### src/rtl/cfg_regbank_pkg.sv
package cfg_regbank_pkg;

    localparam int unsigned NUM_LIVE = 6;                 // registers that take data
    localparam int unsigned IDX_W    = $clog2(NUM_LIVE);
    localparam int unsigned REG_W    = NUM_LIVE * 8;
    localparam int unsigned GATE_W   = (NUM_LIVE - 1) * 8;

    typedef enum logic [1:0] {
        MODE_NORMAL = 2'b00,
        MODE_RSVD   = 2'b01,
        MODE_SPREAD = 2'b10,
        MODE_HIZ    = 2'b11
    } mode_e;

    typedef struct packed {
        logic             en;
        logic [IDX_W-1:0] idx;
        logic [7:0]       data;
    } wr_cmd_t;

    // Bits that may hold a 1 in register k.
    function automatic logic [7:0] wmask(int unsigned k);
        case (k)
            0:       return 8'h7F;
            1:       return 8'h0F;
            2:       return 8'h7F;
            default: return 8'hFF;
        endcase
    endfunction

    // Reset value: control register clear, gate bits running.
    function automatic logic [7:0] rst_val(int unsigned k);
        return (k == 0) ? 8'h00 : wmask(k);
    endfunction

endpackage

### src/rtl/cfg_frame_track.sv
module cfg_frame_track
    import cfg_regbank_pkg::*;
#(
    parameter logic [7:0]  DEV_ADDR       = 8'hD2,
    parameter int unsigned FIRST_DATA_SEQ = 4,
    parameter int unsigned SEQ_W          = 4
) (
    input  logic       clk,
    input  logic       rst,
    input  logic       byte_vld,
    input  logic [7:0] byte_val,
    input  logic       frm_start,
    input  logic       frm_stop,
    output wr_cmd_t    wr_cmd
);
    localparam logic [SEQ_W-1:0] SEQ_MAX  = {SEQ_W{1'b1}};
    localparam logic [SEQ_W-1:0] SEQ_BASE = SEQ_W'(FIRST_DATA_SEQ - 1);

    logic             active_q;
    logic             addr_ok_q;
    logic [SEQ_W-1:0] seq_q;     // bytes taken so far in this transfer
    logic             take;
    logic [SEQ_W-1:0] rel;

    assign take = byte_vld && active_q && !frm_start && !frm_stop;
    assign rel  = seq_q - SEQ_BASE;

    always_ff @(posedge clk) begin
        if (rst) begin
            active_q  <= 1'b0;
            addr_ok_q <= 1'b0;
            seq_q     <= '0;
        end else if (frm_start) begin
            active_q  <= 1'b1;
            addr_ok_q <= 1'b0;
            seq_q     <= '0;
        end else if (frm_stop) begin
            active_q  <= 1'b0;
        end else if (take) begin
            if (seq_q == '0)
                addr_ok_q <= (byte_val == DEV_ADDR);
            if (seq_q != SEQ_MAX)
                seq_q <= seq_q + 1'b1;
        end
    end

    always_comb begin
        wr_cmd.en   = take && addr_ok_q && (seq_q >= SEQ_BASE)
                      && (rel < SEQ_W'(NUM_LIVE));
        wr_cmd.idx  = IDX_W'(rel);
        wr_cmd.data = byte_val;
    end

endmodule

### src/rtl/cfg_reg_store.sv
module cfg_reg_store
    import cfg_regbank_pkg::*;
(
    input  logic             clk,
    input  logic             rst,
    input  wr_cmd_t          wr_cmd,
    output logic [REG_W-1:0] reg_q
);
    for (genvar k = 0; k < NUM_LIVE; k++) begin : g_reg
        always_ff @(posedge clk) begin
            if (rst)
                reg_q[8*k +: 8] <= rst_val(k);
            else if (wr_cmd.en && (wr_cmd.idx == IDX_W'(k)))
                reg_q[8*k +: 8] <= wr_cmd.data & wmask(k);
        end
    end

endmodule

### src/rtl/cfg_out_decode.sv
module cfg_out_decode
    import cfg_regbank_pkg::*;
(
    input  mode_e              mode_i,
    input  logic [GATE_W-1:0]  gate_i,
    output logic               spread_en,
    output logic [GATE_W-1:0]  clk_run,
    output logic [GATE_W-1:0]  out_en
);
    logic [GATE_W-1:0] impl;
    logic              hiz;

    for (genvar k = 1; k < NUM_LIVE; k++) begin : g_impl
        assign impl[8*(k-1) +: 8] = wmask(k);
    end

    assign hiz       = (mode_i == MODE_HIZ);
    assign spread_en = (mode_i == MODE_SPREAD);
    assign clk_run   = hiz ? '0 : gate_i;
    assign out_en    = hiz ? '0 : impl;

endmodule

### src/rtl/cfg_serial_regbank.sv
module cfg_serial_regbank
    import cfg_regbank_pkg::*;
#(
    parameter logic [7:0]  DEV_ADDR       = 8'hD2,
    parameter int unsigned FIRST_DATA_SEQ = 4,
    parameter int unsigned SEQ_W          = 4
) (
    input  logic              clk,
    input  logic              rst,
    input  logic              byte_vld,
    input  logic [7:0]        byte_val,
    input  logic              frm_start,
    input  logic              frm_stop,
    output logic [REG_W-1:0]  reg_q,
    output logic              use_serial_sel,
    output logic [3:0]        freq_sel,
    output logic [1:0]        mode,
    output logic              spread_en,
    output logic [GATE_W-1:0] clk_run,
    output logic [GATE_W-1:0] out_en
);
    wr_cmd_t wr_cmd;
    mode_e   mode_w;

    cfg_frame_track #(
        .DEV_ADDR       (DEV_ADDR),
        .FIRST_DATA_SEQ (FIRST_DATA_SEQ),
        .SEQ_W          (SEQ_W)
    ) u_track (
        .clk       (clk),
        .rst       (rst),
        .byte_vld  (byte_vld),
        .byte_val  (byte_val),
        .frm_start (frm_start),
        .frm_stop  (frm_stop),
        .wr_cmd    (wr_cmd)
    );

    cfg_reg_store u_store (
        .clk    (clk),
        .rst    (rst),
        .wr_cmd (wr_cmd),
        .reg_q  (reg_q)
    );

    assign mode_w         = mode_e'(reg_q[1:0]);
    assign mode           = reg_q[1:0];
    assign use_serial_sel = reg_q[3];
    assign freq_sel       = {reg_q[2], reg_q[6:4]};

    cfg_out_decode u_dec (
        .mode_i    (mode_w),
        .gate_i    (reg_q[REG_W-1:8]),
        .spread_en (spread_en),
        .clk_run   (clk_run),
        .out_en    (out_en)
    );

endmodule

### config.mk
export PLATFORM = sky130hd
export DESIGN_NAME = cfg_serial_regbank
export DESIGN_NICKNAME = d
export VERILOG_FILES = /design/src/rtl/cfg_regbank_pkg.sv /design/src/rtl/cfg_frame_track.sv /design/src/rtl/cfg_reg_store.sv /design/src/rtl/cfg_out_decode.sv /design/src/rtl/cfg_serial_regbank.sv
export SDC_FILE = /design/constraint.sdc
export NUM_CORES = 1
export LEC_CHECK = 0
export ABC_CLOCK_PERIOD_IN_PS = 4000
export CORE_MARGIN = 2
export CORE_UTILIZATION = 43
export CTS_BUF_LIST = sky130_fd_sc_hd__clkbuf_16
export CTS_CLUSTER_DIAMETER = 80
export DETAILED_ROUTE_END_ITERATION = 12
export GPL_ROUTABILITY_DRIVEN = 0
export PLACE_DENSITY = 0.86
export RECOVER_POWER = 100
export SLEW_MARGIN = 20
export SYNTH_ARGS = -nofsm -noshare
export SYNTH_HDL_FRONTEND = slang
export SYNTH_SLANG_ARGS = --single-unit
### constraint.sdc
create_clock -name clk -period 4 [get_ports clk]
set_input_delay 0.8 -clock clk [delete_from_list [all_inputs] [get_ports clk]]
set_output_delay 0.8 -clock clk [all_outputs]
set_load 0.03 [all_outputs]
Word-level counts from Yosys, hierarchy flattened
Cells that the tools add are included.
{"block": "totals", "reg_bits": 48, "mem_count": 0, "mem_bits_ro": 0, "word_cells": 47, "out_inout_bits": 136, "latchBits": 0, "ramBits": 0, "input_bits": 13}
{"block": "classes", "shift": 0, "div_mod_pow": 0, "magnitude_cmp": 2, "add_sub_neg": 2, "eq_ne": 9, "n_mul": 0, "reduce_logical": 20, "n_mux": 4, "bitwise_logic": 1}
{"cell": "$mux W40", "count": 2}
{"cell": "$logic_and A1 B1 Y1", "count": 12}
{"cell": "$eq A8 B8 Y1 const B", "count": 1}
{"cell": "$eq A3 B2 Y1 const B", "count": 2}
{"cell": "$eq A3 B3 Y1 const B", "count": 2}
{"cell": "$reduce_and A3 Y1", "count": 2}
{"cell": "$add A4 B1 Y4 const B", "count": 1}
{"cell": "$eq A2 B2 Y1 const B", "count": 2}
{"cell": "$ge A4 B2 Y1 const B", "count": 1}
{"cell": "$logic_not A4 Y1", "count": 1}
{"cell": "$lt A4 B3 Y1 const B", "count": 1}
{"cell": "$ne A4 B4 Y1 const B", "count": 1}
{"cell": "$sub A4 B2 Y4 const B", "count": 1}
{"cell": "$eq A3 B1 Y1 const B", "count": 1}
{"cell": "$logic_not A3 Y1", "count": 1}
{"cell": "$logic_not A1 Y1", "count": 2}
{"cell": "$mux W1", "count": 2}
{"cell": "$reduce_bool A2 Y1", "count": 1}
{"cell": "$reduce_or A2 Y1", "count": 1}
{"cell": "$not A1 Y1", "count": 1}

Depth between registers and ports, before layout
{"block": "logic_depth", "depth_word": 7, "mapped_depth": 7, "ltp_nobuf": 5}

Cells and area by module
From an unflattened synthesis, not the netlist that was laid out.
{"block": "hier_totals", "cells_unflattened": 319, "area_unflattened_um2": 2882.8}
{"module": "cfg_reg_store", "seq_area_each_um2": 840.8, "cells_each": 166, "area_per_inst_um2": 1715.4, "n_inst": 1}
{"module": "cfg_out_decode", "seq_area_each_um2": 0.0, "cells_each": 90, "area_per_inst_um2": 649.4, "n_inst": 1}
{"module": "cfg_frame_track", "seq_area_each_um2": 120.1, "cells_each": 56, "area_per_inst_um2": 465.4, "n_inst": 1}
{"module": "cfg_serial_regbank", "seq_area_each_um2": 0.0, "cells_each": 7, "area_per_inst_um2": 52.6, "n_inst": 1}

Worst setup path after synthesis
Ideal clock, no wire load.
{"block": "synth_timing", "path_type": "register -> output", "from": "register u_store.reg_q[1]", "to": "output clk_run[0]", "n_path_buf": 1, "path_slack_ns": 1.044, "required_time_ns": 3.200, "path_stages_with_launch": 4, "arrival_time_ns": 2.156, "path_cell_list": "dfxtp_1 nand2_1 clkbuf_1 and2_1"}
{"block": "synth_between", "elab_chain_cells": 2}
{"item": "from (decl)", "line": "cfg_reg_store.sv:7", "rtl": "output logic [REG_W-1:0] reg_q"}
{"item": "from (signal, indexed assignment)", "line": "cfg_reg_store.sv:12", "rtl": "reg_q[8*k +: 8] <= rst_val(k);"}
{"item": "from (signal, indexed assignment)", "line": "cfg_reg_store.sv:14", "rtl": "reg_q[8*k +: 8] <= wr_cmd.data & wmask(k);"}
{"item": "$eq A2 B2 Y1", "line": "cfg_out_decode.sv:17", "rtl": "assign hiz = (mode_i == MODE_HIZ);"}
{"item": "$mux W40", "line": "cfg_out_decode.sv:19", "rtl": "assign clk_run = hiz ? '0 : gate_i;"}
{"item": "to (decl)", "line": "cfg_serial_regbank.sv:19", "rtl": "output logic [GATE_W-1:0] clk_run,"}
Every way passes these cells.

Final worst setup path
{"block": "layout_timing", "from": "register u_store.reg_q[0]", "to": "output clk_run[38]"}
Same word-level chain as after synthesis.

==> metrics.yaml <==
outcome:
  status: "finished with violations"
  violations: "max-capacitance violations, max-slew violations"
clock_network:
  cts_root_buffer: "clkbuf_16"
  clk_latency_ns: 0.28
  hold_buffers: 0
  ctsResizeCount: 0
  htreeDepth: 2
  cts_setup_buffers: 0
  cts_tree: "built"
  clockBufferDepth: 2
  clkSlewWorstSetupHoldPaths_ns: 0.06
  cts.sinks: 48
  cts_buffers: 5
die:
  initial_core_util_pct: 44.4
  dieArea_um2: 7180
  num_io_pins: 149
  fp.dieW_um: 84.7
  die_h_um: 84.7
  core_um2: 6310
  rows: 29
route:
  dr.first_iter.drc_count: 53
  route.vias.total: 2280
  routed_wl_mm: 6.84
  firstDrtPassIters: 4
  drc: 0
  vias_per_cell: 4.90
  antenna_left: 0
  wl_per_cell_um: 14.7
placed_design:
  dpl_cell_area_um2: 3760
  dp_hpwl_mm: 5.04
  numPortBuffers: 132
final_layout:
  fillers: 535
  final_cell_mix: "dlygate4sd3_1 (106), dfxtp_1 (48), nor2_1 (46)"
  antenna_cells: 0
  drive_gt1_share_pct: 4.90
  nNetsFinal: 406
  synthToLayoutAreaGrowth_pct: 39.0
  post-route-cell-area_um2: 3900
  layout_commonest_cell: "dlygate4sd3_1"
timing:
  max_slew_margin_pct: -32.1
  finalHoldViolCount: 0
  final_max_slew_viol_count: 52
  fin_tns_setup_ns: 0
  setup_viol: 0
  tightest_slew_ns: 1.98
  hold_slack_ns: 0.494
  rsz0062_at_grt: "no"
  period_minus_slack_ns: 3.13
  fmax_mhz: 319
  fin_crit_sh_pct: 78.4
  fin_skew_ns: 0.00596
synthesis:
  syn-mean-instance-area_um2: 9.19
  synthCells: 305
  synth-seq-area-share_pct: 34.3
  syn_area_um2: 2800
  netlist-cell-type-count: 35
  synth_warnings: 0
  ys_seq_elements: 48
global_route:
  grt_max_degree: 71
  antenna_found_initial: 0
  grt.total_usage_pct: 18.4
  grt_pass1_vias: 2098
  grt.overflow.total: 0
  grt_pass1_wl_mm: 10.6
setup_path:
  slowest_delay_ns: 0.69
  endpoint_kind: "primary output"
  start_kind: "register"
  cp_max_fo: 70
  crit_chain: "nand2_2, and2_1, dlygate4sd3_1"
  worstPathRequired_ns: 3.20
  slowest_stage: "dlygate4sd3_1"
  critPathArrivalTime_ns: 2.33
  reg2reg_slack_ns: 1.88
  worstSetupPathType: "reg -> out"
job:
  maxCapViolCount: 1
power_and_ir_drop:
  power_density_nw_per_um2: 240
  total_power_mw: 0.935
  max-vdd-ir-drop_uv: 257
  p_leak_nw: 1.51
hold_path:
  hold_path.class: "reg -> reg"
power breakdown:
group	internal, mW	leakage, nW	switching (mW)
clock network	0.227	0.0657	0.169
registers	0.479	0.388	0.000545
logic	0.0166	1.06	0.0439
total	0.722	1.51	0.213
sequential cells by signal, indices dropped and copies added (netlist names):
name               count
u_store.reg_q         42
u_track.seq_q          4
u_track.active_q       1
u_track.addr_ok_q      1
final cells by class:
type                            instances  area (µm²)  share of cell area, %
Multi-Input combinational cell        196        1370                   35.1
Timing Repair Buffer                  133        1320                   33.8
Tap cell                               77        96.3                   2.47
Clock buffer                            5         125                   3.21
Sequential cell                        48         961                   24.7
Clock inverter                          2        12.5                  0.321
Inverter                                4        15.0                  0.385
critical path, delay by kind of cell, from the launching register on:
family        cells  cell delay, ns
flops             1            0.42
buf+inv           1            0.69
simple gates      2            0.93
worst paths after layout:
path,startpoint,to,cells after the start
max reg2reg,u_track.seq_q[1],u_store.reg_q[34],5
min,u_store.reg_q[6],u_store.reg_q[6],2
max,u_store.reg_q[0],clk_run[38],3
min reg2reg,u_store.reg_q[6],u_store.reg_q[6],2
logic make-up after synthesis:
family	count (synthesis)	synth area share, %
other	1	0.134
adder cells (fa/ha/maj)	5	2.23
AND/OR/NAND/NOR	120	25.7
flip-flops	48	34.3
XOR/XNOR	2	0.625
AO/OA/AOI/OAI	15	4.02
buffers and inverters	76	19.0
multiplexers	38	14.0
Yosys cell counts:
library cell  number  area [µm²]
buf_4             57         428
dfxtp_1           48         961
nor2_1            46         173
mux2i_1           37         370
and2_1            36         225
clkbuf_1          10        37.5
nand2b_1           8        50.1
nand4b_1           8        70.1
o21ai_0            7        35.0
ha_1               5        62.6
nor3_1             5        25.0
nand2_1            4        15.0
nand4_4            4        85.1
inv_1              3        11.3
a2111oi_0          2        17.5
a21oi_1            2        10.0
and2_4             2        17.5
buf_2              2        10.0
buf_6              2        22.5
nand3_1            2        10.0
a211oi_4           1        20.0
a21o_4             1        15.0
a311oi_1           1        8.76
a31oi_1            1        6.26
and4bb_1           1        12.5
buf_12             1        20.0
conb_1             1        3.75
inv_2              1        3.75
mux2i_4            1        22.5
nand3_4            1        17.5
nand4_1            1        6.26
nor2b_1            1        6.26
nor4_1             1        6.26
xnor2_1            1        8.76
xor2_1             1        8.76
metrics by stage:
stage / setup slack [ns] / std cells / utilization, %
after detailed placement: 1.13 / 458 / 59.6
after global routing: 0.680 / 465 / 61.7
final: 0.866 / 465 / 61.7
after global placement: 1.22 / 458 / 59.6
after CTS: 0.820 / 465 / 61.8
after floorplan: 1.04 / 320 / -
routing by layer:
metal	part of all wire (%)	vias to the layer above	wire length (µm)	global-route usage [%]
li1	-	1099	-	-
met1	42	1056	2910	22.5
met2	49	119	3330	33.3
met3	7.9	6	539	4.42
met4	0.86	0	59	2.74
met5	0	-	0	0
Note: power is estimated with default switching activity, not from simulation.
